## src/rtl/fbc_pkg.sv

```systemverilog
package fbc_pkg;

    typedef enum logic [1:0] {
        MODE_BYP = 2'b00,
        MODE_POS = 2'b01,
        MODE_NEG = 2'b11
    } cell_mode_e;

    // LSB first: A high, A low, B high, B low
    typedef struct packed {
        logic b_lo;
        logic b_hi;
        logic a_lo;
        logic a_hi;
    } cell_gates_t;

    function automatic cell_gates_t mode_gates(cell_mode_e m, logic byp_low);
        cell_gates_t g;
        g = '0;
        case (m)
            MODE_POS: begin g.a_hi = 1'b1; g.b_lo = 1'b1; end
            MODE_NEG: begin g.a_lo = 1'b1; g.b_hi = 1'b1; end
            default: begin
                if (byp_low) begin g.a_lo = 1'b1; g.b_lo = 1'b1; end
                else         begin g.a_hi = 1'b1; g.b_hi = 1'b1; end
            end
        endcase
        return g;
    endfunction

    function automatic cell_mode_e protect_mode(logic is_lower, logic swap);
        return (is_lower ^ swap) ? MODE_NEG : MODE_POS;
    endfunction

    function automatic cell_mode_e pwm_mode(logic is_lower, logic pwm);
        return (pwm ^ is_lower) ? MODE_POS : MODE_BYP;
    endfunction

endpackage

```

## src/rtl/fbc_fault_latch.sv

```systemverilog
module fbc_fault_latch #(
    parameter int DELAY_CYC = 2000
) (
    input  logic clk,
    input  logic rst,
    input  logic raw_i,
    input  logic clr_i,
    output logic active_o,
    output logic resume_o
);
    localparam int CNT_W = $clog2(DELAY_CYC + 1);
    localparam logic [CNT_W-1:0] LAST = CNT_W'(DELAY_CYC - 1);

    logic [CNT_W-1:0] cnt;
    logic             lat;
    logic             res;

    always_ff @(posedge clk) begin
        if (rst) begin
            cnt <= '0;
            lat <= 1'b0;
            res <= 1'b0;
        end else begin
            res <= 1'b0;
            if (lat) begin
                cnt <= '0;
                if (clr_i && !raw_i) begin
                    lat <= 1'b0;
                    res <= 1'b1;
                end
            end else if (raw_i) begin
                if (cnt == LAST) lat <= 1'b1;
                else             cnt <= cnt + 1'b1;
            end else begin
                cnt <= '0;
            end
        end
    end

    assign active_o = lat;
    assign resume_o = res;

    // latch holds without a valid clear
    a_r9_sticky: assert property (@(posedge clk) disable iff (rst)
        (lat && !(clr_i && !raw_i)) |=> lat);
    // release only through a clear with raw fault low
    a_r9_release: assert property (@(posedge clk) disable iff (rst)
        $fell(lat) |-> ($past(clr_i) && !$past(raw_i)));
    // latching needs the raw fault
    a_r6_needs_raw: assert property (@(posedge clk) disable iff (rst)
        $rose(lat) |-> $past(raw_i));
    // release produces the resume pulse
    a_r10_resume_pulse: assert property (@(posedge clk) disable iff (rst)
        $fell(lat) |-> res);

endmodule

```

## src/rtl/fbc_cell_mode.sv

```systemverilog
module fbc_cell_mode
    import fbc_pkg::*;
#(
    parameter bit IS_LOWER = 1'b0
) (
    input  logic       clk,
    input  logic       rst,
    input  logic       pwm_i,
    input  logic       fault_i,
    input  logic       resume_i,
    input  logic       swap_i,
    output cell_mode_e mode_o,
    output logic       byp_low_o
);
    cell_mode_e tgt;
    cell_mode_e mode_q;
    logic       byp_low_q;
    logic       alt_q;

    always_comb begin
        if (fault_i)       tgt = protect_mode(IS_LOWER, swap_i);
        else if (resume_i) tgt = MODE_BYP;
        else               tgt = pwm_mode(IS_LOWER, pwm_i);
    end

    always_ff @(posedge clk) begin
        if (rst) begin
            mode_q    <= MODE_BYP;
            byp_low_q <= 1'b1;
            alt_q     <= 1'b0;
        end else begin
            mode_q <= tgt;
            if (tgt == MODE_BYP && mode_q != MODE_BYP) begin
                byp_low_q <= alt_q;
                alt_q     <= ~alt_q;
            end
        end
    end

    assign mode_o    = mode_q;
    assign byp_low_o = byp_low_q;

    // protection pattern one edge after the latch is seen
    a_r7_protect: assert property (@(posedge clk) disable iff (rst)
        fault_i |=> (mode_q == ((IS_LOWER ^ $past(swap_i)) ? MODE_NEG : MODE_POS)));
    // each bypass entry flips the variant
    a_r4_alternate: assert property (@(posedge clk) disable iff (rst)
        (mode_q == MODE_BYP && $past(mode_q) != MODE_BYP) |-> (byp_low_q != $past(byp_low_q)));
    // resume forces bypass
    a_r10_bypass: assert property (@(posedge clk) disable iff (rst)
        (resume_i && !fault_i) |=> (mode_q == MODE_BYP));

endmodule

```

## src/rtl/fbc_leg_drv.sv

```systemverilog
module fbc_leg_drv #(
    parameter int DT_W = 8
) (
    input  logic            clk,
    input  logic            rst,
    input  logic [DT_W-1:0] dt_i,
    input  logic            want_hi_i,
    input  logic            want_lo_i,
    output logic            hi_o,
    output logic            lo_o
);
    localparam logic [DT_W-1:0] CNT_MAX = '1;

    logic            hi_q, lo_q;
    logic [DT_W-1:0] off_cnt;
    logic            both_off, nh, nl;

    assign both_off = !hi_q && !lo_q;

    always_comb begin
        nh = want_hi_i && !lo_q && (hi_q || (both_off && off_cnt >= dt_i));
        nl = want_lo_i && !hi_q && (lo_q || (both_off && off_cnt >= dt_i));
        if (nh && nl) nl = 1'b0;
    end

    always_ff @(posedge clk) begin
        if (rst) begin
            hi_q    <= 1'b0;
            lo_q    <= 1'b0;
            off_cnt <= CNT_MAX;
        end else begin
            hi_q <= nh;
            lo_q <= nl;
            if (!nh && !nl) begin
                if (!both_off)              off_cnt <= DT_W'(1);
                else if (off_cnt != CNT_MAX) off_cnt <= off_cnt + 1'b1;
            end else begin
                off_cnt <= '0;
            end
        end
    end

    assign hi_o = hi_q;
    assign lo_o = lo_q;

    // interlock within the leg
    a_r5_no_overlap: assert property (@(posedge clk) disable iff (rst)
        !(hi_q && lo_q));
    // turn-on only from a fully off leg
    a_r5_hi_gap: assert property (@(posedge clk) disable iff (rst)
        $rose(hi_q) |-> !$past(lo_q));
    a_r5_lo_gap: assert property (@(posedge clk) disable iff (rst)
        $rose(lo_q) |-> !$past(hi_q));

endmodule

```

## src/rtl/fbc_gate_ctrl.sv

```systemverilog
module fbc_gate_ctrl
    import fbc_pkg::*;
#(
    parameter int N_PHASE   = 3,
    parameter int DT_W      = 8,
    parameter int DELAY_CYC = 2000
) (
    input  logic                     clk,
    input  logic                     rst,
    input  logic [N_PHASE-1:0]       pwm_i,
    input  logic                     fault_raw_i,
    input  logic                     fault_clr_i,
    input  logic                     pol_swap_i,
    input  logic [DT_W-1:0]          dead_cyc_i,
    output logic [2*2*N_PHASE-1:0]   cell_mode_o,
    output logic [4*2*N_PHASE-1:0]   gate_o,
    output logic                     fault_active_o
);
    localparam int N_CELL = 2 * N_PHASE;

    logic fault_act;
    logic resume;

    fbc_fault_latch #(.DELAY_CYC(DELAY_CYC)) u_latch (
        .clk      (clk),
        .rst      (rst),
        .raw_i    (fault_raw_i),
        .clr_i    (fault_clr_i),
        .active_o (fault_act),
        .resume_o (resume)
    );

    assign fault_active_o = fault_act;

    for (genvar p = 0; p < N_PHASE; p++) begin : g_ph
        for (genvar a = 0; a < 2; a++) begin : g_arm
            localparam int C = 2 * p + a;
            cell_mode_e  m;
            logic        blow;
            cell_gates_t want;
            logic        ah, al, bh, bl;

            fbc_cell_mode #(.IS_LOWER(a == 1)) u_mode (
                .clk       (clk),
                .rst       (rst),
                .pwm_i     (pwm_i[p]),
                .fault_i   (fault_act),
                .resume_i  (resume),
                .swap_i    (pol_swap_i),
                .mode_o    (m),
                .byp_low_o (blow)
            );

            assign want = mode_gates(m, blow);

            fbc_leg_drv #(.DT_W(DT_W)) u_leg_a (
                .clk       (clk),
                .rst       (rst),
                .dt_i      (dead_cyc_i),
                .want_hi_i (want.a_hi),
                .want_lo_i (want.a_lo),
                .hi_o      (ah),
                .lo_o      (al)
            );

            fbc_leg_drv #(.DT_W(DT_W)) u_leg_b (
                .clk       (clk),
                .rst       (rst),
                .dt_i      (dead_cyc_i),
                .want_hi_i (want.b_hi),
                .want_lo_i (want.b_lo),
                .hi_o      (bh),
                .lo_o      (bl)
            );

            assign cell_mode_o[2*C +: 2] = m;
            assign gate_o[4*C +: 4]      = {bl, bh, al, ah};
        end
    end

    // an arm pair never shows the same nonzero polarity while protected
    a_r7_opposed: assert property (@(posedge clk) disable iff (rst)
        (fault_act && $past(fault_act)) |-> (cell_mode_o[1:0] != cell_mode_o[3:2]));

    // reset state held (checked on the edge after reset)
    a_r1_reset: assert property (@(posedge clk)
        $past(rst) |-> (fault_act == 1'b0 && cell_mode_o == '0));

    if (N_CELL < 2) begin : g_bad
        initial $error("N_PHASE must be at least 1");
    end

endmodule

```

## config.mk

```make
export PLATFORM = sky130hd
export DESIGN_NAME = fbc_gate_ctrl
export DESIGN_NICKNAME = d
export VERILOG_FILES = /design/src/rtl/fbc_pkg.sv /design/src/rtl/fbc_fault_latch.sv /design/src/rtl/fbc_cell_mode.sv /design/src/rtl/fbc_leg_drv.sv /design/src/rtl/fbc_gate_ctrl.sv
export SDC_FILE = /design/constraint.sdc
export NUM_CORES = 1
export LEC_CHECK = 0
export BUFFER_PORTS_ARGS = -buffer_cell sky130_fd_sc_hd__buf_2
export CORE_MARGIN = 2
export CORE_UTILIZATION = 45
export DETAILED_ROUTE_END_ITERATION = 8
export SYNTH_ARGS = -nofsm -noshare
export SYNTH_HDL_FRONTEND = slang
export SYNTH_SLANG_ARGS = --single-unit
```

## constraint.sdc

```tcl
create_clock -name clk -period 2.9 [get_ports clk]
set_clock_uncertainty 0.15 [all_clocks]
set_input_delay 0.58 -clock clk [delete_from_list [all_inputs] [get_ports clk]]
set_output_delay 0.58 -clock clk [all_outputs]
set_load 0.1 [all_outputs]
```

==> run_results.csv <==
group,metric,value,unit
sta,finalCritPeriodShare,0.806,
drt,drtPass1Iterations,4,
final_layout,fin_util,0.521,
logic_synthesis,synth-adder-area-share,0.144,
run_status,outcome,"finished, final reports clean",
logic_synthesis,syn_inst,1057,
final_layout,layout-area-overhead-vs-synth,12.8,%
logic_synthesis,synth_ff_type,"dfxtp_1",
worst_setup_path,cp-start-kind,"flip-flop",
clock_tree,cts_setup_buffers,0,
sta,fin_ws,0.562,ns
placed_design,finalWeightedCongestion,0.833,
die,fp.dieH,149,um
placed_design,place_ws,0.183,ns
die,start_util,0.462,
job,cap_violations,0,
worst_setup_path,rr_worst_depth,7,
sta,min_period,2.34,ns
min_path,worstHoldPathType,"input pin to flip-flop",
final_layout,drive_gt1_frac,0.150,
final_layout,fill_cells,1936,
grt,grt_pass1_vias,7239,
min_path,hp-start,"pol_swap_i",
clock_tree,cts_tree,"built",
drt,drc_errors,0,
drt,first_iter_violations,370,
pwr,power_density,722,nW/um^2
clock_tree,cts_hold_repair.buffers,0,
drt,routed_via_density,5.66,
logic_synthesis,yosys.area_share.simple,0.171,
min_path,min_to,"g_ph[2].g_arm[1].u_mode.mode_o[1]",
die,core-area,20400,um^2
clock_tree,clk_latency,0.42,ns
grt,grt_usage,0.208,
final_layout,final_common_cell,"dfxtp_1",
die,die_w,149,um
logic_synthesis,ys_ff_latch,153,
logic_synthesis,synth_top_family_by_area,"compound AO/OA/AOI/OAI gates",
final_layout,nNetsFinal,1235,
worst_setup_path,cp.arrival,2.56,ns
die,dieArea,22200,um^2
worst_setup_path,regToRegSetupSlack,0.56,ns
die,pin_count,53,
drt,drt-total-wl,22600,um
placed_design,io_buffers,52,
sta,grt_setup_unrepaired,"false",
logic_synthesis,synth_fp_nets,1182,
pwr,total_leakage_power,4.76,nW
grt,grt_remaining_overflow,0,
logic_synthesis,synth_edf_count,0,
sta,tns,0,ns
sta,setup_viol,0,
grt,antenna_found_initial,0,
drt,wl_per_cell,16.2,um
clock_tree,cts_resized,0,
sta,drv_slew,0,
worst_setup_path,critPathCaptureType,"flip-flop",
logic_synthesis,yosysWarnings,0,
worst_setup_path,reg2reg_to,"g_ph[2].g_arm[1].u_leg_b.off_cnt[5]",
clock_tree,cts.sinks,153,
logic_synthesis,async_reset_ff_frac,0,
min_path,min_path_cells,2,
clock_tree,clkSlewWorstSetupHoldPaths,0.06,ns
logic_synthesis,avgSynthCellArea,8.93,um^2
die,row_count,52,
worst_setup_path,path_max_fanout,5,
sta,relSlewSlack,0.568,
logic_synthesis,synth-xor-area-share,0.0390,
grt,grt_max_degree,49,
sta,hold_viol,0,
drt,ant_nets,0,
grt,grt_pass1_wl,37000,um
final_layout,diodes,0,
logic_synthesis,ys_types,53,
sta,worst_pin_slew,0.642,ns
clock_tree,htree_levels,4,
logic_synthesis,synth_compound_area_frac,0.222,
clock_tree,cts_root_buf,"clkbuf_16",
logic_synthesis,muxShareOfSynthArea,0.0473,
worst_setup_path,required,3.12,ns
clock_tree,cts_made_buffers,17,
worst_setup_path,worstReg2RegStart,"g_ph[2].g_arm[1].u_leg_b.off_cnt[0]",
placed_design,hpwl,16000,um
logic_synthesis,synth_area,9440,um^2
worst_setup_path,path_class,"flip-flop to flip-flop",
final_layout,final_cell_mix,"dfxtp_1, ha_1, a21oi_1",
sta,fmax,428,MHz
drt,vias,7882,
clock_tree,clockBufferDepth,2,
pwr,ir_worst_vdd,0.429,mV
final_layout,multi_input_comb_area,5880,um^2
final_layout,ff_latch_area,3060,um^2
logic_synthesis,yosysSeqAreaShare,0.324,
-- cell families (layout without fill, tap and decap cells) --
| kind of cell | after synthesis | count (layout) |
|---|---|---|
| AOI/OAI and AO/OA | 292 | 292 |
| muxes | 43 | 43 |
| and+or+nand+nor | 314 | 314 |
| adders and majority gates | 109 | 109 |
| xor gates and xnor gates | 42 | 42 |
| buffers and inverters | 104 | 170 |
| DFF | 153 | 153 |
-- cells in the mapped netlist (13+ instances only) --
| master | number | area, um^2 |
|---|---|---|
| a21o_1 | 42 | 315 |
| a21oi_1 | 69 | 345 |
| a31o_2 | 16 | 140 |
| a31oi_1 | 18 | 113 |
| and3_1 | 18 | 113 |
| buf_4 | 28 | 210 |
| clkbuf_1 | 20 | 75.1 |
| dfxtp_1 | 153 | 3060 |
| ha_1 | 109 | 1360 |
| inv_1 | 56 | 210 |
| mux2_2 | 13 | 146 |
| mux2i_1 | 30 | 300 |
| nand2_1 | 57 | 214 |
| nand3_1 | 66 | 330 |
| nand4_1 | 23 | 144 |
| nor2_1 | 62 | 233 |
| nor2b_1 | 13 | 81.3 |
| nor3_1 | 22 | 110 |
| o21ai_0 | 62 | 310 |
| or3_1 | 13 | 81.3 |
| xnor2_1 | 20 | 175 |
| xor2_1 | 22 | 193 |
-- registers in the layout (all words and copies together) (netlist names) --
register	flops
u_latch.cnt	11
g_ph.g_arm.u_leg_b.hi_o	6
g_ph.g_arm.u_mode.byp_low_o	6
g_ph.g_arm.u_mode.alt_q	6
g_ph.g_arm.u_mode.mode_o	8
g_ph.g_arm.u_leg_a.hi_o	6
u_latch.active_o	1
g_ph.g_arm.u_leg_a.lo_o	6
g_ph.g_arm.u_leg_b.lo_o	6
u_latch.resume_o	1
g_ph.g_arm.u_leg_a.off_cnt	48
g_ph.g_arm.u_leg_b.off_cnt	48
-- critical path, cell delays in order (launching register included) --
cell and delay (ns):
dfxtp_1 0.43, inv_1 0.12, ha_1 0.27, nand2b_1 0.14
a2111o_1 0.42, a211oi_2 0.40, buf_4 0.21, a31o_2 0.14
-- report_power, final --
group	switching [mW]	total, mW	internal (mW)
clock	0.901	2.28	1.38
combinational	1.42	2.51	1.09
sequential	0.470	2.90	2.43
total	2.79	7.70	4.90
-- routing by layer --
metal  wire [um]  share of wire  global-route usage  vias to the layer above
li1            -              -                   -                     4020
met2       10300           0.46               0.335                      118
met5           0              0                   0                        -
met1       11100           0.49               0.285                     3717
met3         786          0.035              0.0407                       27
met4         377          0.017              0.0605                        0
-- worst max path at each step --
stage	start	endpoint	slack, ns
after global routing	g_ph[2].g_arm[1].u_leg_b.off_cnt[0]	g_ph[2].g_arm[1].u_leg_b.off_cnt[2]	0.43
after detailed placement	dead_cyc_i[5]	g_ph[0].g_arm[1].u_leg_b.off_cnt[4]	0.18
after floorplan	dead_cyc_i[6]	g_ph[0].g_arm[0].u_leg_b.off_cnt[7]	0.38
final	g_ph[2].g_arm[1].u_leg_b.off_cnt[0]	g_ph[2].g_arm[1].u_leg_b.off_cnt[5]	0.56
after global placement	dead_cyc_i[5]	g_ph[0].g_arm[1].u_leg_b.off_cnt[0]	0.23
after CTS	g_ph[2].g_arm[1].u_mode.mode_o[1]	cell_mode_o[3]	0.56
-- stage by stage --
stage	area, um^2	instances	power, mW	hold WS, ns
after CTS	10700	1393	7.75	0.197
after floorplan	9440	1057	4.84	0.298
final	10700	1393	7.70	0.227
after global placement	10100	1361	5.41	0.321
after global routing	10700	1393	8.23	0.194
after detailed placement	10100	1361	5.44	0.328
-- layout make-up --
| type | count | share of cell area |
|---|---|---|
| Multi-Input combinational cell | 800 | 0.552 |
| Sequential cell | 153 | 0.288 |
| Timing Repair Buffer | 82 | 0.0529 |
| Clock buffer | 21 | 0.0423 |
| Tap cell | 270 | 0.0317 |
| Inverter | 56 | 0.0197 |
| Clock inverter | 11 | 0.0137 |
(Power assumes the default switching activity.)
